[src/rtl/tri_timer.sv]
module tri_timer #(
  parameter int CNT_W = 16,
  parameter int PRE_W = 16
) (
  input  logic        clk,
  input  logic        rst,
  input  logic        bus_wr,
  input  logic [7:0]  bus_addr,
  input  logic [31:0] bus_wdata,
  output logic [31:0] bus_rdata,
  output logic [2:0]  irq
);
  localparam int NCH = 3;
  localparam int NGRP = 9;
  localparam int NEV = 5;
  localparam int NCMP = 3;
  localparam logic [CNT_W-1:0] CMAX = '1;
  localparam int G_CLK = 0, G_CTL = 1, G_VAL = 2, G_LIM = 3, G_CMP = 4, G_ST = 7, G_EN = 8;

  logic [4:0]       clkc  [NCH];
  logic [NCH-1:0]   c_stop, c_intv, c_woff;
  logic [CNT_W-1:0] cnt   [NCH];
  logic [CNT_W-1:0] lim   [NCH];
  logic [CNT_W-1:0] cmp   [NCH][NCMP];
  logic [NEV-1:0]   st    [NCH];
  logic [NEV-1:0]   en    [NCH];
  logic [PRE_W-1:0] pre   [NCH];

  logic [5:0]       off;
  logic [3:0]       grp;
  logic [1:0]       ch;
  logic [NGRP-1:0]  hit, gsel;
  logic [NCH-1:0]   csel;
  logic [NCH-1:0]   rst_hit, tick, restart;
  logic [PRE_W:0]   pmask [NCH];
  logic [CNT_W-1:0] inc   [NCH];
  logic [CNT_W-1:0] nxt   [NCH];
  logic [NEV-1:0]   ev    [NCH];
  logic             unused_bits;

  assign off  = bus_addr[7:2];
  assign grp  = 4'(off / 6'd3);
  assign ch   = 2'(off % 6'd3);
  assign hit  = (bus_addr[1:0] == 2'b00 && off < 6'd27) ? NGRP'(1) << grp : '0;
  assign gsel = bus_wr ? hit : '0;
  assign csel = NCH'(1) << ch;
  assign unused_bits = ^bus_wdata;

  always_comb begin
    for (int i = 0; i < NCH; i++) begin
      rst_hit[i] = gsel[G_CTL] && csel[i] && bus_wdata[4];
      pmask[i]   = ((PRE_W+1)'(2) << clkc[i][4:1]) - (PRE_W+1)'(1);
      tick[i]    = !c_stop[i] && !rst_hit[i] &&
                   (!clkc[i][0] || (pre[i] & pmask[i][PRE_W-1:0]) == pmask[i][PRE_W-1:0]);
      inc[i]     = cnt[i] + CNT_W'(1);
      restart[i] = c_intv[i] && lim[i] != '0 && inc[i] == lim[i];
      nxt[i]     = restart[i] ? '0 : inc[i];
      ev[i][0]   = tick[i] && restart[i];
      ev[i][4]   = tick[i] && !restart[i] && cnt[i] == CMAX;
      for (int k = 0; k < NCMP; k++)
        ev[i][k+1] = tick[i] && nxt[i] == cmp[i][k];
      irq[i]     = |(st[i] & en[i]);
    end
  end

  always_ff @(posedge clk) begin
    if (rst) begin
      c_stop <= '1;
      c_intv <= '0;
      c_woff <= '1;
      for (int i = 0; i < NCH; i++) begin
        clkc[i] <= '0;
        cnt[i]  <= '0;
        lim[i]  <= '0;
        st[i]   <= '0;
        en[i]   <= '0;
        pre[i]  <= '0;
        for (int k = 0; k < NCMP; k++) cmp[i][k] <= '0;
      end
    end else begin
      for (int i = 0; i < NCH; i++) begin
        if (gsel[G_CLK] && csel[i]) clkc[i] <= bus_wdata[4:0];
        if (gsel[G_CTL] && csel[i]) begin
          c_stop[i] <= bus_wdata[0];
          c_intv[i] <= bus_wdata[1];
          c_woff[i] <= bus_wdata[5];
        end
        if (gsel[G_LIM] && csel[i]) lim[i] <= bus_wdata[CNT_W-1:0];
        for (int k = 0; k < NCMP; k++)
          if (gsel[G_CMP+k] && csel[i]) cmp[i][k] <= bus_wdata[CNT_W-1:0];
        if (gsel[G_EN] && csel[i]) en[i] <= bus_wdata[NEV-1:0];
        st[i] <= (st[i] & ~((gsel[G_ST] && csel[i]) ? bus_wdata[NEV-1:0] : '0)) | ev[i];
        if (rst_hit[i]) begin
          cnt[i] <= '0;
          pre[i] <= '0;
        end else if (!c_stop[i]) begin
          pre[i] <= pre[i] + PRE_W'(1);
          if (tick[i]) cnt[i] <= nxt[i];
        end
      end
    end
  end

  always_comb begin
    bus_rdata = '0;
    for (int i = 0; i < NCH; i++) begin
      if (csel[i]) begin
        if (hit[G_CLK]) bus_rdata = 32'(clkc[i]);
        if (hit[G_CTL]) bus_rdata = 32'({c_woff[i], 3'b000, c_intv[i], c_stop[i]});
        if (hit[G_VAL]) bus_rdata = 32'(cnt[i]);
        if (hit[G_LIM]) bus_rdata = 32'(lim[i]);
        for (int k = 0; k < NCMP; k++)
          if (hit[G_CMP+k]) bus_rdata = 32'(cmp[i][k]);
        if (hit[G_ST]) bus_rdata = 32'(st[i]);
        if (hit[G_EN]) bus_rdata = 32'(en[i]);
      end
    end
  end

  for (genvar gi = 0; gi < NCH; gi++) begin : g_chk
    p_hold_r3: assert property (@(posedge clk) disable iff (rst)
      (c_stop[gi] && !rst_hit[gi]) |=> $stable(cnt[gi]));
    p_zero_r4: assert property (@(posedge clk) disable iff (rst)
      rst_hit[gi] |=> (cnt[gi] == '0 && pre[gi] == '0));
    p_wrap_r5: assert property (@(posedge clk) disable iff (rst)
      (tick[gi] && !restart[gi] && cnt[gi] == CMAX) |=> (cnt[gi] == '0 && st[gi][4]));
    p_restart_r6: assert property (@(posedge clk) disable iff (rst)
      (tick[gi] && restart[gi]) |=> (cnt[gi] == '0 && st[gi][0]));
    p_clear_r8: assert property (@(posedge clk) disable iff (rst)
      (gsel[G_ST] && csel[gi] && bus_wdata[4:0] == 5'h1f && ev[gi] == '0) |=> st[gi] == '0);
    p_sticky_r8: assert property (@(posedge clk) disable iff (rst)
      !(gsel[G_ST] && csel[gi]) |=> ((st[gi] & $past(st[gi])) == $past(st[gi])));
  end
endmodule

[config.mk]
export PLATFORM = sky130hd
export DESIGN_NAME = tri_timer
export DESIGN_NICKNAME = d
export VERILOG_FILES = /design/src/rtl/tri_timer.sv
export SDC_FILE = /design/constraint.sdc
export NUM_CORES = 1
export LEC_CHECK = 0
export CAP_MARGIN = 20
export CORE_MARGIN = 4
export CORE_UTILIZATION = 26
export CTS_CLUSTER_DIAMETER = 150
export DETAILED_ROUTE_END_ITERATION = 16
export PLACE_DENSITY_LB_ADDON = 0.1
export RECOVER_POWER = 100
export SYNTH_ARGS = -nofsm -noshare
export SYNTH_HDL_FRONTEND = slang
export SYNTH_SLANG_ARGS = --single-unit
[constraint.sdc]
create_clock -name clk -period 18.97 [get_ports clk]
set_input_delay 4.7425 -clock clk [delete_from_list [all_inputs] [get_ports clk]]
set_output_delay 4.7425 -clock clk [all_outputs]
set_load 0.05 [all_outputs]
# == Word level (Yosys, flattened, before mapping) ==
# Memory sizes are Yosys's and may differ from the RTL's.
# Cells that the tools add are included.
# word_totals
register_bits,9
mem_bits_rw,333
inputBits,43
output_inout_bits,35
word_cells,343
n_memories,7
# op_classes
add_sub_neg,9
n_div,2
magnitude_cmp,1
n_eq_ne,18
n_shift,5
mux,164
bitwise,48
reduce_logical,80
# memory_table
name,depth,width,read_ports,rd_ports_with_merged_regs,wr,line_no,source
cmp,3,48,3,0,3,24,logic [CNT_W-1:0] cmp [NCH][NCMP];
cnt,3,16,3,0,3,22,logic [CNT_W-1:0] cnt [NCH];
lim,3,16,3,0,3,23,logic [CNT_W-1:0] lim [NCH];
pre,3,16,3,0,3,27,logic [PRE_W-1:0] pre [NCH];
clkc,3,5,3,0,3,20,logic [4:0] clkc [NCH];
en,3,5,3,0,3,26,logic [NEV-1:0] en [NCH];
1 more memories,n/a,n/a,n/a,n/a,n/a,n/a,
# op_table
cell,n
$mux 32,29
$mux 16,27
$eq 16x16->1,15
$add 16x1->16 const B,6
$mux 1,93
$mux 5,13
$logic_and 1x1->1,58
$and 16x16->16,3
$eq 16x16->1 const B,3
$reduce_bool 16->1,3
$shl 2x4->16 const A,3
$sub 16x2->16 const B,3
$or 1x1->1,33
$and 5x5->5,6
$mux 9,2
$not 5->5,3
$or 5x5->5,3
$reduce_or 5->1,3
$logic_not 1->1,12
$shl 1x4->9 const A,1
$div 6x2->6 const B,1
$lt 6x5->1 const B,1
$mod 6x2->6 const B,1
$logic_or 1x1->1,3
other kinds (2),2

# == Logic depth before layout (Yosys ltp) ==
# Gate-level depths: netlist of run 1.
# logic_depth
word_depth,33
mapped_depth,23
ltp_nobuf,17

# == Worst setup path after synthesis of run 1 ==
# OpenSTA, ideal clock, no wires.
# synth_timing
path_type,input port to output port
start,in bus_addr[4]
end,out bus_rdata[10]
arrival_time_ps,9770
required_time_ps,14227
path_slack_ps,4457
stages,22
path_buffers,6
path_cell_list,clkbuf_1 > clkbuf_1 > xnor2_1 > nand2b_1 > a21o_1 > o21ai_0 > inv_1 > ha_1 > clkbuf_1 > a31o_2 > a22o_1 > nor4_2 > ha_1 > a31oi_4 > nand2_1 > clkbuf_1 > clkbuf_1 > clkbuf_1 > nand2_1 > a21oi_1 > o22ai_1 > o21ai_0
# synth_between
elab_chain_len,31
elab_cells_between_ends,35
cone_classes,2 x div; 1 x order compare; 2 x shift; 29 x mux; 1 x reduce/logical
# synth_lines
item,line_no,source
from (decl),8,"input logic [7:0] bus_addr,"
$div 6x2->6 or $lt 6x5->1 (tied branches),"42, 44",
$shl 1x4->9 or $logic_and 1x1->1 (tied branches),44,assign hit = (bus_addr[1:0] == 2'b00 && off < 6'd27) ? NGRP'(1) << grp : '0;
$mux 9,44,
$mux 32,110,if (hit[G_VAL]) bus_rdata = 32'(cnt[i]);
$mux 32,111,if (hit[G_LIM]) bus_rdata = 32'(lim[i]);
$mux 32 (3 in series),113,if (hit[G_CMP+k]) bus_rdata = 32'(cmp[i][k]);
$mux 32,114,if (hit[G_ST]) bus_rdata = 32'(st[i]);
$mux 32,115,if (hit[G_EN]) bus_rdata = 32'(en[i]);
[11 not listed],n/a,
$mux 32,108,if (hit[G_CLK]) bus_rdata = 32'(clkc[i]);
$mux 32,109,"if (hit[G_CTL]) bus_rdata = 32'({c_woff[i], 3'b000, c_intv[i], c_stop[i]});"
$mux 32,110,
$mux 32,111,
$mux 32 (3 in series),113,
$mux 32,114,
$mux 32,115,
$mux 32 (*),107,if (csel[i]) begin
to (decl),10,"output logic [31:0] bus_rdata,"
# Mark *: on every way between the ends. The rest lies on a longest branch, timed or not.

# == Final worst setup path of run 1 ==
# layout_timing
start,in bus_addr[4]
end,out bus_rdata[11]
# The elaborated chain is that of the path after synthesis.

==> reports/metrics.yaml, run 1 <==
clocking:
  cts_made_buffers: 45
  clockRootBuffer: "clkbuf_16"
  post_cts_resized: 0
  cts.sinks: 342
  cts_setup_buffers: 0
  hold_buffers: 0
  cts.path.max_buffers: 3
  cts_htree_levels: 2
  clk_latency_ps: 620
  clk_pin_slew_worst_paths_ps: 60
  cts_tree: "built"
critical_path:
  cp_data_required_time_ps: 14230
  worst_setup_path_end_kind: "primary output"
  reg2reg_slack_ps: 13840
  worstSetupPathType: "primary input to primary output"
  slowest_stage: "clkbuf_1"
  cp.depth: 18
  r2r-start: "cnt[0][0]"
  cp_top_family: "compound AO/OA/AOI/OAI gates"
  crit_fanout: 22
  crit_path_cell_trace: "dlygate4sd3_1 > nor3b_1 > a21o_1 > o21ai_0 > inv_1 > ha_1 > a31o_2 > a22o_1 > nor4_1 > ha_1 > a31oi_1 > a21oi_4 > clkbuf_1 > a222oi_1 > o21ai_0 > a222oi_1 > inv_1 > clkdlybuf4s50_1"
  cp-startpoint: "bus_addr[4]"
  reg2reg_to: "st[0][2]"
  worstSetupEndpoint: "bus_rdata[11]"
  slowest_delay_ps: 1190
  critPathBufInv: 5
  critPathArrivalTime_ps: 13000
  worst_setup_path_start_kind: "primary input"
  ff2ff_path_depth: 11
detailed_routing:
  wl_per_cell_um: 27.8
  drt_iter0_markers: 2331
  wl_um: 98900
  wl_met3_um: 6840
  top_layer: "met5"
  drc: 0
  post_drt_via_cell_ratio: 5.60
  vias: 19923
  ant_nets: 0
  drt-met1-wl_um: 44100
  dr.pass1.iters: 6
  wl_met2_um: 43600
synthesis:
  synth_warnings: 0
  synth.ff_latch_count: 342
  synthArstFlopShare_pct: 0
  synthTopCellsByCount: "edfxtp_1, nor2_1, nand2_1, and2_1, clkbuf_1"
  avgSynthCellArea_um2: 9.49
  yosysSeqAreaShare_pct: 44.4
  synthesis.area_mm2: 0.0226
  ys_top_cells_by_area: "edfxtp_1, and2_1, xnor2_1, nor2_1, xor2_1"
  ys_types: 91
  ys.flop_type: "edfxtp_1"
  yosysTopAreaCell: "edfxtp_1"
  synthCells: 2378
  synth.top_cell.area_share_pct: 42.3
  synth-edff-count: 318
  yosysMostFrequentCell: "edfxtp_1"
global_route:
  antenna_found_initial: 8
  grt_max_degree: 51
  grt_pass1_wl_um: 141000
  overflow: 0
  grtUsageTotal_pct: 21.1
  grt_pass1_vias: 18888
layout:
  layout.nets: 2428
  drive_above_1_share_pct: 5.73
  stdcell_count: 3557
  post-route-util_pct: 30.0
  fin_area_mm2: 0.0257
  nFillCells: 8978
  syn_to_final_growth_pct: 13.7
timing:
  setup_viol: 0
  layout_min_cycle_time_ps: 17750
  min_period_over_period_pct: 93.6
  finalSetupTns_ps: 0
  max_freq_ghz: 0.0563
  slew_viol_final: 29
  relSlewSlack_pct: -8.67
  final_hold_viol_count: 0
  fin_skew_ps: 32.0
  rsz0062_at_grt: "false"
  worstMarginPinSlew_ps: 1610
placed_design:
  globalplace.congestion: 0.920
  placedCellCount: 3469
  portBuffers: 45
  dpl.hpwl_um: 72200
  place_area_mm2: 0.0243
floorplan:
  fp.dieH_um: 303
  initial_core_util_pct: 26.3
  core_area_mm2: 0.0857
  dieArea_mm2: 0.0916
  die_w_um: 303
  pin_count: 78
  rows: 107
power:
  p_sw_share_pct: 30.1
  p_total_w: 0.00208
  combPwrFrac_pct: 14.0
  p_int_w: 0.00145
  vdd_drop_max_mv: 0.0595
  switching_power_w: 0.000626
  clkPwrFrac_pct: 41.9
  seq_power_share_pct: 44.1
  power_density_mw_per_mm2: 81.0
  p_leak_nw: 8.16
outcome:
  status: "finished with violations"
  violations: "capacitance limit, slew limit"
run:
  maxCapViolations: 2
hold_path:
  hp-start: "c_intv[0]"
  hold_path.class: "flip-flop to flip-flop"
per-stage QoR:
step	hold slack [ps]	setup slack, ps
finish	504	1220
global route	514	1040
CTS	499	2390
detailed placement	483	2410
global placement	470	2460
floorplan	436	4460
power by group through the flow:
stage / registers [W] / logic, W / clock network [W]
finish: 0.000917 / 0.000290 / 0.000872
global route: 0.000921 / 0.000310 / 0.000921
detailed placement: 0.000931 / 0.000290 / 0
CTS: 0.000915 / 0.000291 / 0.000892
global placement: 0.000931 / 0.000289 / 0
floorplan: 0.000897 / 0.000192 / 0
logic make-up after synthesis:
group                      Yosys count  share of synthesized area (%)
adders and majority gates           11                          0.610
xor gates and xnor gates           207                           8.38
buffers and inverters              212                           3.89
AOI/OAI and AO/OA                  603                           18.6
other                                1                         0.0166
and+or+nand+nor                    968                           22.5
DFF                                342                           44.4
muxes                               34                           1.57
tightest hold or removal path: stages, from the launching register on:
cell and delay, ps:
dfxtp_1 330, nand2_1 70, a21oi_1 60
how the worst min path moves through the flow:
stage	cells past startpoint	endpoint	slack [ps]
3_3_place_gp	2	c_woff[0]	470
5_1_grt	2	c_intv[0]	510
4_1_cts	2	c_woff[0]	500
6_report	2	c_intv[0]	500
2_1_floorplan	1	c_woff[1]	440
3_5_place_dp	2	c_woff[0]	480
state kept, by name, summed over array words and instances (netlist names):
register and cells:
cmp 144, lim 48, en 15, clkc 15, c_woff 3, c_stop 3
cnt 48, pre 48, st 15, c_intv 3
placed cells by master, fill, tap and decap left out, types with 26 or more instances in the layout:
cell type          n
inv_1             40
a21oi_1          126
nand3_1           71
nor2_1           224
nor4b_1           31
xnor2_1          113
a22oi_1           28
o21ai_0           79
and2_0            97
xor2_1            88
nand2_1          204
o32ai_1           36
o22ai_1           32
nor3_1            42
clkdlybuf4s50_1   26
and2_1            78
nor4_1            33
mux2i_1           31
a222oi_1          35
clkbuf_16         45
nand4_1           28
buf_4             41
a31oi_1           57
edfxtp_1         318
cell type report:
cell class	count	area, um^2	share of cell area [%]
well taps	1144	1430	5.58
flip-flops and latches	342	10000	39.1
inverters	41	154	0.600
multi-input cells	1839	11800	45.8
clock inverters	31	314	1.22
clock buffers	51	1150	4.48
repair buffers	105	825	3.21
diodes	4	10.0	0.0390
per-layer routing:
metal / track usage [%] / vias up
li1: - / 8955
met1: 29.5 / 9911
met2: 32.6 / 874
met3: 3.23 / 179
met4: 8.46 / 4
met5: 0 / -
Power figures use the tool's default switching activity.
==> run 2, diff against run 1 <==
- CELL_PAD_IN_SITES_DETAIL_PLACEMENT: not set -> 1
- CELL_PAD_IN_SITES_GLOBAL_PLACEMENT: not set -> 2
==> run 2 against run 1 <==
Net effect: the flow still finishes with violations (capacitance limit, slew limit); non-clock buffer count up 7; via count is 1.6% higher; first-iteration DRC count down 18%; setup slack lost 78 ps; final cell count up 0.20%; final area is 0.26% higher; combinational power is 4% higher; critical path type unchanged; critical endpoint is now bus_rdata[7]; highest routed layer is now met4.
==> reports/metrics.yaml, run 2 (synthesis results as in run 1) <==
outcome:
  violations: "capacitance limit, slew limit"
  status: "finished with violations"
clocking:
  cts_made_buffers: 46  # +2.2%
  clk_pin_slew_worst_paths_ps: 60  # about the same
  post_cts_resized: 0  # unchanged
  cts_tree: "built"
  hold_buffers: 0  # unchanged
  cts.sinks: 342  # unchanged
  cts_htree_levels: 2  # unchanged
  cts.path.max_buffers: 3  # unchanged
  cts_setup_buffers: 0  # unchanged
  clockRootBuffer: "clkbuf_16"
  clk_latency_ps: 610  # about the same
critical_path:
  crit_fanout: 22  # unchanged
  cp.depth: 18  # unchanged
  critPathArrivalTime_ps: 13080  # +80 ps
  critPathBufInv: 5  # unchanged
  worstSetupPathType: "primary input to primary output"
  cp_top_family: "compound AO/OA/AOI/OAI gates"
  worst_setup_path_end_kind: "primary output"
  ff2ff_path_depth: 12  # +1
  worst_setup_path_start_kind: "primary input"
  slowest_delay_ps: 1160  # -30 ps
  cp_data_required_time_ps: 14230  # about the same
  crit_path_cell_trace: "dlygate4sd3_1 > nor3b_1 > a21o_1 > o21ai_0 > inv_1 > ha_1 > a31o_2 > a22o_1 > nor4_1 > ha_1 > a31oi_1 > a21oi_4 > clkbuf_1 > a222oi_1 > o21ai_0 > a222oi_1 > inv_1 > dlygate4sd3_1"
  slowest_stage: "clkbuf_1"
hold_path:
  hold_path.class: "flip-flop to flip-flop"
  min_path_cells: 2  # unchanged
placed_design:
  place_area_mm2: 0.0244  # +0.34%
  portBuffers: 45  # unchanged
  dpl.hpwl_um: 78900  # +9.2%
  globalplace.congestion: 0.895  # -2.7%
detailed_routing:
  drc: 0  # unchanged
  wl_um: 107000  # +8.3%
  post_drt_via_cell_ratio: 5.68  # +1.4%
  dr.pass1.iters: 6  # unchanged
  vias: 20250  # +1.6%
  ant_nets: 0  # unchanged
  drt_iter0_markers: 1901  # -18%
  wl_per_cell_um: 30.1  # +8.1%
power:
  power_density_mw_per_mm2: 81.5  # +0.62%
  vdd_drop_max_mv: 0.0618  # +3.8%
  p_leak_nw: 8.22  # +0.79%
floorplan:
  core_area_mm2: 0.0857  # unchanged
  dieArea_mm2: 0.0916  # unchanged
  rows: 107  # unchanged
  initial_core_util_pct: 26.3  # unchanged
  die_w_um: 303  # unchanged
  fp.dieH_um: 303  # unchanged
  pin_count: 78  # unchanged
global_route:
  overflow: 0  # unchanged
  antenna_found_initial: 6  # -2
  grt_pass1_vias: 20200  # +6.9%
  grt_max_degree: 54  # +5.9%
  grtUsageTotal_pct: 22.9  # +1.9 points
  grt_pass1_wl_um: 152000  # +7.9%
run:
  maxCapViolations: 3  # +1
timing:
  finalSetupTns_ps: 0  # unchanged
  setup_viol: 0  # unchanged
  fin_skew_ps: 25.7  # -6.34 ps
  final_hold_viol_count: 0  # unchanged
  max_freq_ghz: 0.0561  # -0.43%
  slew_viol_final: 37  # +28%
  worstMarginPinSlew_ps: 1640  # +30.9 ps
  min_period_over_period_pct: 94.0  # +0.41 points
  rsz0062_at_grt: "false"
  relSlewSlack_pct: -10.7  # -2.1 points
  layout_min_cycle_time_ps: 17820  # +77.6 ps
layout:
  max_flop_register: "cmp"
  final_common_cell: "edfxtp_1"
  layout_common_cells: "edfxtp_1, nor2_1, nand2_1"
  largest_reg_flops: 144  # unchanged
  fin_area_mm2: 0.0257  # +0.26%
  layout.nets: 2436  # +0.33%
  syn_to_final_growth_pct: 14.0
  drive_above_1_share_pct: 6.37  # +0.64 points
-- run 2: cell count changes in the layout (fill, tap and decap cells not counted), sizes merged, moves of 3 or more --
cell / previous run / this run
buf: 42 / 52
bufinv: 5 / 2
clkbuf: 70 / 74
clkinv: 22 / 16
diode: 4 / 1
inv: 42 / 47
-- run 2: path summary, 6_finish.rpt --
| kind | to | from | slack [ps] |
|---|---|---|---|
| max | bus_rdata[7] | bus_addr[4] | 1150 |
| min | c_intv[0] | c_intv[0] | 490 |
| max reg2reg | st[0][2] | cnt[0][0] | 14080 |
| min reg2reg | c_intv[0] | c_intv[0] | 490 |
-- run 2: final cells by class --
type | instances | area [um^2]
sequential | 342 | 10000
clock buffer | 58 | 1250
clock inverter | 27 | 230
fill | 9756 | 60000
tap | 1144 | 1430
timing repair buffer | 112 | 901
multi-input combinational | 1839 | 11700
antenna | 1 | 2.50
inverter | 41 | 154
-- run 2: routing by layer --
layer  wire length [um]  share of wire (%)  track usage (%)  vias to the layer above
met5                  0                  0                0                        -
met4               4390                4.1             8.19                        0
met3               5490                5.1             2.44                      147
met2              48200                 45             36.6                      656
met1              49100                 46             32.3                    10471
li1                   -                  -                -                     8976
-- run 2: metrics by stage --
step           instances  hold slack [ps]  power (W)  utilization, %  setup slack (ps)
3_5_place_dp        3478              469    0.00123            28.4              2260
5_1_grt             3563              523    0.00217            30.0               962
2_1_floorplan       2393              436    0.00109               -              4460
3_3_place_gp        3472              469    0.00123            28.4              2330
6_report            3564              487    0.00210            30.0              1150
4_1_cts             3563              485    0.00212            30.2              2250
-- run 2: worst reg2reg max path: stages, from the launching register on --
cell and delay, ps:
edfxtp_1 320, buf_4 290, ha_1 330, nand4_1 290, nor4_1 570, xnor2_1 400, o2111ai_1 180, nor3b_1 570
and4_1 760, a21oi_1 140, o32ai_1 540, nand4_1 160, o31ai_1 270
-- run 2: report_power, final --
part / internal [W] / leakage [nW] / total, W / switching [W]
clock: 0.000498 / 0.731 / 0.000879 / 0.000381
combinational: 0.0000907 / 4.20 / 0.000301 / 0.000211
sequential: 0.000858 / 3.29 / 0.000917 / 0.0000593
total: 0.00145 / 8.22 / 0.00210 / 0.000651
